`config.mk`:
```
export PLATFORM = sky130hd
export DESIGN_NAME = pit_channel
export DESIGN_NICKNAME = d
export VERILOG_FILES = /design/src/rtl/pit_pkg.sv /design/src/rtl/pit_dec.sv /design/src/rtl/pit_gate_edge.sv /design/src/rtl/pit_channel.sv
export SDC_FILE = /design/constraint.sdc
export NUM_CORES = 1
export LEC_CHECK = 0
export BUFFER_PORTS_ARGS = -buffer_cell sky130_fd_sc_hd__buf_4
export CORE_MARGIN = 2
export CORE_UTILIZATION = 50
export CTS_CLUSTER_SIZE = 14
export DETAILED_ROUTE_END_ITERATION = 10
export PLACE_DENSITY = 0.72
export SYNTH_ARGS = -nofsm -noshare
export SYNTH_HDL_FRONTEND = slang
export SYNTH_SLANG_ARGS = --single-unit
```
`constraint.sdc`:
```
create_clock -name clk -period 5.1 [get_ports clk]
set_clock_uncertainty 0.05 [all_clocks]
set_input_delay 0.51 -clock clk [delete_from_list [all_inputs] [get_ports clk]]
set_output_delay 0.51 -clock clk [all_outputs]
set_load 0.01 [all_outputs]
```
`src/rtl/pit_pkg.sv`:
```
package pit_pkg;

  typedef enum logic [2:0] {
    M_TC_FLAG   = 3'd0,
    M_ONESHOT   = 3'd1,
    M_RATE      = 3'd2,
    M_SQUARE    = 3'd3,
    M_SW_STROBE = 3'd4,
    M_HW_STROBE = 3'd5
  } pit_mode_e;

  // codes 6 and 7 alias the periodic behaviours
  function automatic pit_mode_e pit_norm_mode(input logic [2:0] code);
    logic [2:0] c;
    c = (code[2:1] == 2'b11) ? {1'b0, code[1:0]} : code;
    return pit_mode_e'(c);
  endfunction

endpackage

```
`src/rtl/pit_dec.sv`:
```
module pit_dec #(
  parameter int DIGITS = 4,
  localparam int W = 4 * DIGITS
) (
  input  logic [W-1:0] val,
  input  logic         bcd,
  input  logic         two,
  output logic [W-1:0] res
);

  logic [W-1:0] bin_res;
  logic [W-1:0] dec_res;
  logic [3:0]   brw;
  logic [3:0]   dig;

  assign bin_res = val - {{(W-2){1'b0}}, two, ~two};

  always_comb begin
    brw     = {2'b00, two, ~two};
    dig     = 4'd0;
    dec_res = '0;
    for (int i = 0; i < DIGITS; i++) begin
      dig = val[4*i +: 4];
      if (dig < brw) begin
        dec_res[4*i +: 4] = dig + 4'd10 - brw;
        brw = 4'd1;
      end else begin
        dec_res[4*i +: 4] = dig - brw;
        brw = 4'd0;
      end
    end
  end

  assign res = bcd ? dec_res : bin_res;

endmodule

```
`src/rtl/pit_gate_edge.sv`:
```
module pit_gate_edge (
  input  logic clk,
  input  logic rst_n,
  input  logic gate,
  output logic rise
);

  logic gate_q;

  always_ff @(posedge clk) begin
    if (!rst_n) gate_q <= 1'b0;
    else        gate_q <= gate;
  end

  assign rise = gate & ~gate_q;

endmodule

```
`src/rtl/pit_channel.sv`:
```
module pit_channel #(
  parameter int DIGITS = 4,
  localparam int CNT_W = 4 * DIGITS
) (
  input  logic             clk,
  input  logic             rst_n,
  input  logic             cnt_en,
  input  logic             gate,
  input  logic             cfg_wr,
  input  logic [2:0]       cfg_mode,
  input  logic             cfg_bcd,
  input  logic             load_stb,
  input  logic [CNT_W-1:0] load_val,
  output logic             out,
  output logic [CNT_W-1:0] count
);
  import pit_pkg::*;

  pit_mode_e        mode_q;
  pit_mode_e        new_mode;
  logic             bcd_q;
  logic [CNT_W-1:0] cr_q;
  logic [CNT_W-1:0] ce_q;
  logic [CNT_W-1:0] ce_nxt;
  logic             run_q, armed_q, done_q, out_q;
  logic             gate_rise, level_gated, tick, step_two, at_zero;

  pit_gate_edge u_edge (
    .clk  (clk),
    .rst_n(rst_n),
    .gate (gate),
    .rise (gate_rise)
  );

  assign step_two = (mode_q == M_SQUARE) && !ce_q[0];

  pit_dec #(.DIGITS(DIGITS)) u_dec (
    .val(ce_q),
    .bcd(bcd_q),
    .two(step_two),
    .res(ce_nxt)
  );

  assign new_mode    = pit_norm_mode(cfg_mode);
  assign level_gated = (mode_q == M_TC_FLAG) || (mode_q == M_RATE) ||
                       (mode_q == M_SQUARE)  || (mode_q == M_SW_STROBE);
  assign tick        = cnt_en && run_q && (!level_gated || gate);
  assign at_zero     = (ce_nxt == '0);

  always_ff @(posedge clk) begin
    if (!rst_n) begin
      mode_q  <= M_TC_FLAG;
      bcd_q   <= 1'b0;
      cr_q    <= '0;
      ce_q    <= '0;
      run_q   <= 1'b0;
      armed_q <= 1'b0;
      done_q  <= 1'b0;
      out_q   <= 1'b0;
    end else if (cfg_wr) begin
      mode_q  <= new_mode;
      bcd_q   <= cfg_bcd;
      run_q   <= 1'b0;
      armed_q <= 1'b0;
      done_q  <= 1'b0;
      out_q   <= (new_mode == M_ONESHOT) || (new_mode == M_SQUARE);
    end else if (load_stb) begin
      cr_q    <= load_val;
      armed_q <= 1'b1;
      case (mode_q)
        M_TC_FLAG, M_SW_STROBE: begin
          ce_q   <= load_val;
          run_q  <= 1'b1;
          done_q <= 1'b0;
          out_q  <= 1'b0;
        end
        M_RATE, M_SQUARE: begin
          if (!run_q) begin
            ce_q  <= load_val;
            run_q <= 1'b1;
            out_q <= (mode_q == M_SQUARE);
          end
        end
        default: ;
      endcase
    end else if (gate_rise && armed_q &&
                 (mode_q != M_TC_FLAG) && (mode_q != M_SW_STROBE)) begin
      ce_q   <= cr_q;
      run_q  <= 1'b1;
      done_q <= 1'b0;
      out_q  <= (mode_q == M_SQUARE);
    end else if (tick) begin
      case (mode_q)
        M_TC_FLAG, M_ONESHOT: begin
          ce_q <= ce_nxt;
          if (at_zero && !done_q) begin
            done_q <= 1'b1;
            out_q  <= 1'b1;
          end
        end
        M_SW_STROBE, M_HW_STROBE: begin
          ce_q  <= ce_nxt;
          out_q <= at_zero && !done_q;
          if (at_zero) done_q <= 1'b1;
        end
        M_RATE: begin
          if (ce_q == CNT_W'(1)) begin
            ce_q  <= cr_q;
            out_q <= 1'b1;
          end else begin
            ce_q  <= ce_nxt;
            out_q <= 1'b0;
          end
        end
        M_SQUARE: begin
          if (ce_q == CNT_W'(2)) begin
            out_q <= !out_q;
            ce_q  <= out_q ? {cr_q[CNT_W-1:1], 1'b0} : cr_q;
          end else begin
            ce_q <= ce_nxt;
          end
        end
        default: ;
      endcase
    end
  end

  assign out   = out_q;
  assign count = ce_q;

endmodule

```
* Word level (Yosys, flattened, before mapping)
Cells that the tools add are included.
** Word-level totals
- Word-level logic and storage cells :: 126
- Memories :: 0
- Latch bits :: 0
- Input port bits :: 26
- RAM bits :: 0
- Flip-flop bits (word level) :: 41
- Memory bits (read-only) :: 0
- Output and inout bits :: 17
** Cells by class
- Bitwise gates (word level) :: 5
- Multiply operators :: 0
- Div/mod/pow operators :: 0
- Eq/ne operators :: 21
- Reduce and logical (&&, ||, !) cells :: 37
- Order comparisons :: 4
- Add/subtract/negate cells :: 13
- Mux-type cells :: 37
- Shifts and indexed selects :: 0
** Operators with widths (number)
- $mux W16 :: 7
- $pmux W16 S3 :: 1
- $pmux W16 S2 :: 1
- $sub A4 B1 Y4 :: 6
- $mux W1 :: 20
- $add A4 B4 Y4 const B :: 4
- $eq A16 B1 Y1 const B :: 1
- $eq A16 B2 Y1 const B :: 1
- $logic_not A16 Y1 :: 1
- $mux W4 :: 4
- $sub A16 B2 Y16 :: 1
- $lt A4 B1 Y1 :: 3
- $ne A4 B4 Y1 const B :: 3
- $reduce_and A5 Y1 :: 2
- $reduce_or A2 Y1 :: 5
- $eq A3 B2 Y1 const B :: 3
- $reduce_bool A4 Y1 :: 2
- $reduce_or A4 Y1 :: 2
- $sub A4 B2 Y4 :: 2
- $logic_and A1 B1 Y1 :: 7
- $reduce_bool A7 Y1 :: 1
- $eq A3 B1 Y1 const B :: 2
- $eq A3 B3 Y1 const B :: 2
- $ne A3 B3 Y1 const B :: 2
- other kinds (21) :: 34

* Longest topological paths before layout
- Depth after elaboration :: 20
- Depth in mapped cells :: 25
- Gate-level depth less buffers :: 25

* By module
Synthesis repeated with hierarchy kept, for this count alone.
** Unflattened totals
- Cell total of the unflattened synthesis :: 430
- Area, all modules :: 3354.5 µm²
** Modules (own cells, without submodules)
- pit_channel :: area an instance 2249.7 µm², cells each 281, instances 1, seq. area each 800.8 µm²
- pit_dec :: area an instance 1064.8 µm², cells each 146, instances 1, seq. area each 0.0 µm²
- pit_gate_edge :: area an instance 40.0 µm², cells each 3, instances 1, seq. area each 20.0 µm²

* Least setup slack after synthesis
No wires, ideal clock.
- Path kind :: reg-to-reg
- Start :: register ce_q[2], in the netlist count[2]
- End :: register out_q, in the netlist out
- Path buffers :: 0
- Arrival :: 3972 ps
- Path slack :: 1007 ps
- Library setup time :: 72 ps
- Cell stages (with the launch flop) :: 26
- Clock period less this slack :: 4093 ps
- Required time :: 4978 ps
- Path through :: dfxtp_1 inv_1 ha_1 and2_1 ha_1 ha_1 nand2_1 inv_1 ha_1 ha_1 nand2_1 inv_1 ha_1 inv_1 ha_1 inv_1 ha_1 nand2b_1 a31oi_1 o311ai_0 o21ai_1 and4bb_1 nand4b_1 o21ai_1 a21oi_1 mux2i_1
** On the way
- Word-level cells in the longest chain between the ends :: 16
- Elaborated cells between the ends (all ways) :: 35
- Those cells by class :: add/sub (10); order compare (4); eq/ne (4); mux (14); reduce/logical (3)
** Ends and longest elaborated chain
- start: declaration :: line pit_channel.sv:23 : logic [CNT_W-1:0] ce_q;
- start signal: assignment :: line pit_channel.sv:72 : ce_q <= load_val;
- start signal: assignment :: line pit_channel.sv:79 : ce_q <= load_val;
- start signal: assignment :: line pit_channel.sv:88 : ce_q <= cr_q;
- $lt A4 B2 Y1 :: line pit_dec.sv:24 : if (dig < brw) begin
- $mux W1 :: line pit_dec.sv:24
- $lt A4 B1 Y1 :: line pit_dec.sv:24
- $mux W1 :: line pit_dec.sv:24
- $lt A4 B1 Y1 :: line pit_dec.sv:24
- $mux W1 :: line pit_dec.sv:24
- $sub A4 B1 Y4 (tied with other cells) :: line pit_dec.sv:28 : dec_res[4*i +: 4] = dig - brw;
- $mux W4 :: line pit_dec.sv:24
- $mux W16 :: line pit_dec.sv:34 : assign res = bcd ? dec_res : bin_res;
- $logic_not A16 Y1 :: line pit_channel.sv:48 : assign at_zero = (ce_nxt == '0);
- $logic_and A1 B1 Y1 :: line pit_channel.sv:96, pit_channel.sv:103
- $pmux W1 S4 :: line pit_channel.sv:93 : case (mode_q)
- $mux W1 :: line pit_channel.sv:92 : end else if (tick) begin
- $mux W1 :: line pit_channel.sv:86 : end else if (gate_rise && armed_q &&
- $mux W1 :: line pit_channel.sv:67 : end else if (load_stb) begin
- $mux W1 :: line pit_channel.sv:60 : end else if (cfg_wr) begin
- end signal: assignment :: line pit_channel.sv:66 : out_q <= (new_mode == M_ONESHOT) || (new_mode == M_SQUARE);
- end signal: assignment :: line pit_channel.sv:91 : out_q <= (mode_q == M_SQUARE);
- end signal: assignment :: line pit_channel.sv:103 : out_q <= at_zero && !done_q;
- end: declaration :: line pit_channel.sv:25 : logic run_q, armed_q, done_q, out_q;
Parallel ways exist; a longest one is shown, timed or not. The select of a mux whose other input is x is not followed.
A chain may end at the register's enable or synchronous reset.

* Worst setup path in the final report
- Start :: register ce_q[1], in the netlist count[1]
- End :: register out_q, in the netlist out
Same word-level chain as after synthesis.

==> impl_metrics.csv <==
group,metric,value,unit
run_status,status,"completed",
drt,routed-via-count,3141,
yosys,synth_top_cell_area_share,25.0,%
drt,avgViaCountPerCell,5.72,
clocking,cts_buffers,5,
clocking,cts_tree,"built",
placed_design,place.detailed.hpwl,6.21,mm
cells_and_area,mostFrequentLayoutCells,"72 x nand2_1, 44 x buf_4, 41 x dfxtp_1",
cells_and_area,diodes,0,
worst_setup_path,cp_max_fo,8,
global_route,grt_pass1_vias,2769,
yosys,synth_edf_count,0,
global_route,track_usage,23.1,%
sta,slew_headroom,30.5,%
worst_setup_path,required,5280,ps
power,power.density,278,nW/µm²
yosys,syn_inst,445,
sta,whs,404,ps
power,leakage,1.55,nW
yosys,synth_area_leaders,"dfxtp_1 25%, ha_1 9.5%, nand2_1 8.2%",
cells_and_area,layout_commonest_cell,"nand2_1",
floorplan,die_area,7230,µm²
global_route,grt_start_max_net_pins,41,
clocking,insertion_delay,300,ps
sta,setup_viol_count_final,0,
yosys,synth_top_area_cell,"dfxtp_1",
sta,hold_viol,0,
placed_design,gp_congestion,0.879,
sta,slew_violations,0,
cells_and_area,fin_nets,523,
cells_and_area,register_area,821,µm²
cells_and_area,n_fill_cell,611,
cells_and_area,drive_gt1_share,12.9,%
global_route,grt_pass1_wl,13.6,mm
clocking,cts_setup_buffers,0,
drt,dr.pass1.iters,5,
worst_setup_path,cp.arrival,4730,ps
yosys,yosysWarnings,0,
clocking,clockBufferDepth,2,
sta,rsz0062_at_grt,"false",
yosys,syn_area,3280,µm²
clocking,cts_resized,0,
sta,fin_ws,544,ps
yosys,ys_types,56,
drt,drc,0,
drt,postRouteAntennaNets,0,
yosys,ys_seq_elements,41,
cells_and_area,syn2layout_area_growth,13.4,%
sta,finalCritPeriodShare,89.3,%
clocking,cts.clk_slew.worst_paths,90,ps
worst_setup_path,critical-path-slowest-cell,"dfxtp_1",
yosys,synth_nets,497,
floorplan,core,6350,µm²
drt,met2_length,3.57,mm
yosys,synth_area_per_cell,7.38,µm²
clocking,htree_levels,2,
global_route,antenna_found_initial,0,
cells_and_area,multi_input_area,2230,µm²
sta,setup_tns,0,ps
placed_design,io_buffers,42,
worst_setup_path,crit_path_frequent_cell,"ha_1",
job,maxCapViolations,0,
clocking,cts_sinks,41,
drt,met1_length,3.98,mm
yosys,synthFlopType,"dfxtp_1",
yosys,ys_seq_area_share,25.0,%
drt,dr.max_layer_used,"met4",
drt,routed_wirelength,8.24,mm
floorplan,die_width,85.0,µm
clocking,cts-root-buf,"clkbuf_8",
sta,max_freq,219,MHz
clocking,hold_buffers,0,
worst_setup_path,max_stage_delay,440,ps
floorplan,rows,29,
worst_setup_path,path_class,"flop to flop",
worst_setup_path,worst_setup_path_start_kind,"flop",
drt,wl_per_cell,15.0,µm
worst_hold_path,hp-class,"input pin to flop",
placed_design,place_ws,625,ps
drt,drt_iter0_drc,216,
global_route,gr-total-overflow,0,
worst_setup_path,setup.worst_path.end_class,"flop",
floorplan,start_util,51.7,%
floorplan,die_h,85.0,µm
sta,tightest_slew,1040,ps
cells_and_area,utilization,58.6,%
floorplan,io_pins,43,
power,peakVddDrop,0.201,mV
sta,period_minus_slack,4560,ps
yosys,async_flop_share,0,%
placed_design,dp.cells,541,
drt,wl_met3,593,µm
cells_and_area,instances_no_fill,549,
[final timing paths]
path	end	cells past startpoint	start	slack, ps
setup reg to reg	out	25	count[1]	540
setup / recovery	out	25	count[1]	540
hold / removal	cr_q[4]	3	load_val[4]	400
hold reg to reg	cr_q[15]	2	cr_q[15]	410
[report_power, final]
part	internal, mW	switching (mW)
Combinational	0.171	0.215
Sequential	0.338	0.0292
Clock	0.159	0.123
Total	0.669	0.367
[flip-flops by register name, summed over array words and instances (netlist names)]
register	cells
bcd_q	1
armed_q	1
u_edge.gate_q	1
mode_q	3
cr_q	16
run_q	1
count	16
out	1
done_q	1
[logic make-up after synthesis]
group	after synthesis	share of synthesized area, %
simple gates	179	26.8
compound gates	106	20.8
buf+inv	58	7.16
flops	41	25.0
fa+ha+maj	26	10.1
mux	20	6.14
xor+xnor	15	4.00
[critical path: cells and delay by family, from the launching register on]
kind / cells / cell delay [ps]
flip-flops: 1 / 440
AO/OA/AOI/OAI: 5 / 680
adder cells (fa/ha/maj): 8 / 1710
buffers and inverters: 5 / 370
multiplexers: 1 / 210
AND/OR/NAND/NOR: 6 / 1010
[stage by stage]
stage / instance area, µm² / total power, mW
after floorplan: 3280 / 0.648
after global placement: 3600 / 0.748
after detailed placement: 3600 / 0.756
after CTS: 3720 / 1.03
after global routing: 3720 / 1.10
final: 3720 / 1.04
[synth_stat cells, types with 3 or more instances]
cell type / count
nand3_1: 13
xnor2_1: 12
or3_1: 4
a21oi_1: 28
nand2b_1: 7
o211ai_1: 8
mux2i_1: 19
nor3b_1: 5
xor2_1: 3
o21ai_1: 15
nor2b_1: 12
clkbuf_1: 15
o211a_1: 3
and2_1: 12
nand2_1: 72
nor3_1: 4
buf_2: 8
ha_1: 25
o21ai_0: 13
a31oi_1: 6
nor2_1: 34
a21boi_1: 10
a21boi_0: 7
inv_1: 30
dfxtp_1: 41
[layout make-up]
type	count	share of cell area [%]
Multi-Input combinational cell	346	59.9
Sequential cell	41	22.1
Timing Repair Buffer	44	8.87
Inverter	33	3.33
Tap cell	77	2.59
Clock buffer	6	2.22
Clock inverter	2	1.01
[per-layer routing]
layer,track usage (%),vias up
met1,34.0,1434
met4,4.76,0
li1,-,1583
met2,35.1,113
met5,0,-
met3,4.57,11
No activity file was read; power rests on OpenSTA's default activity.
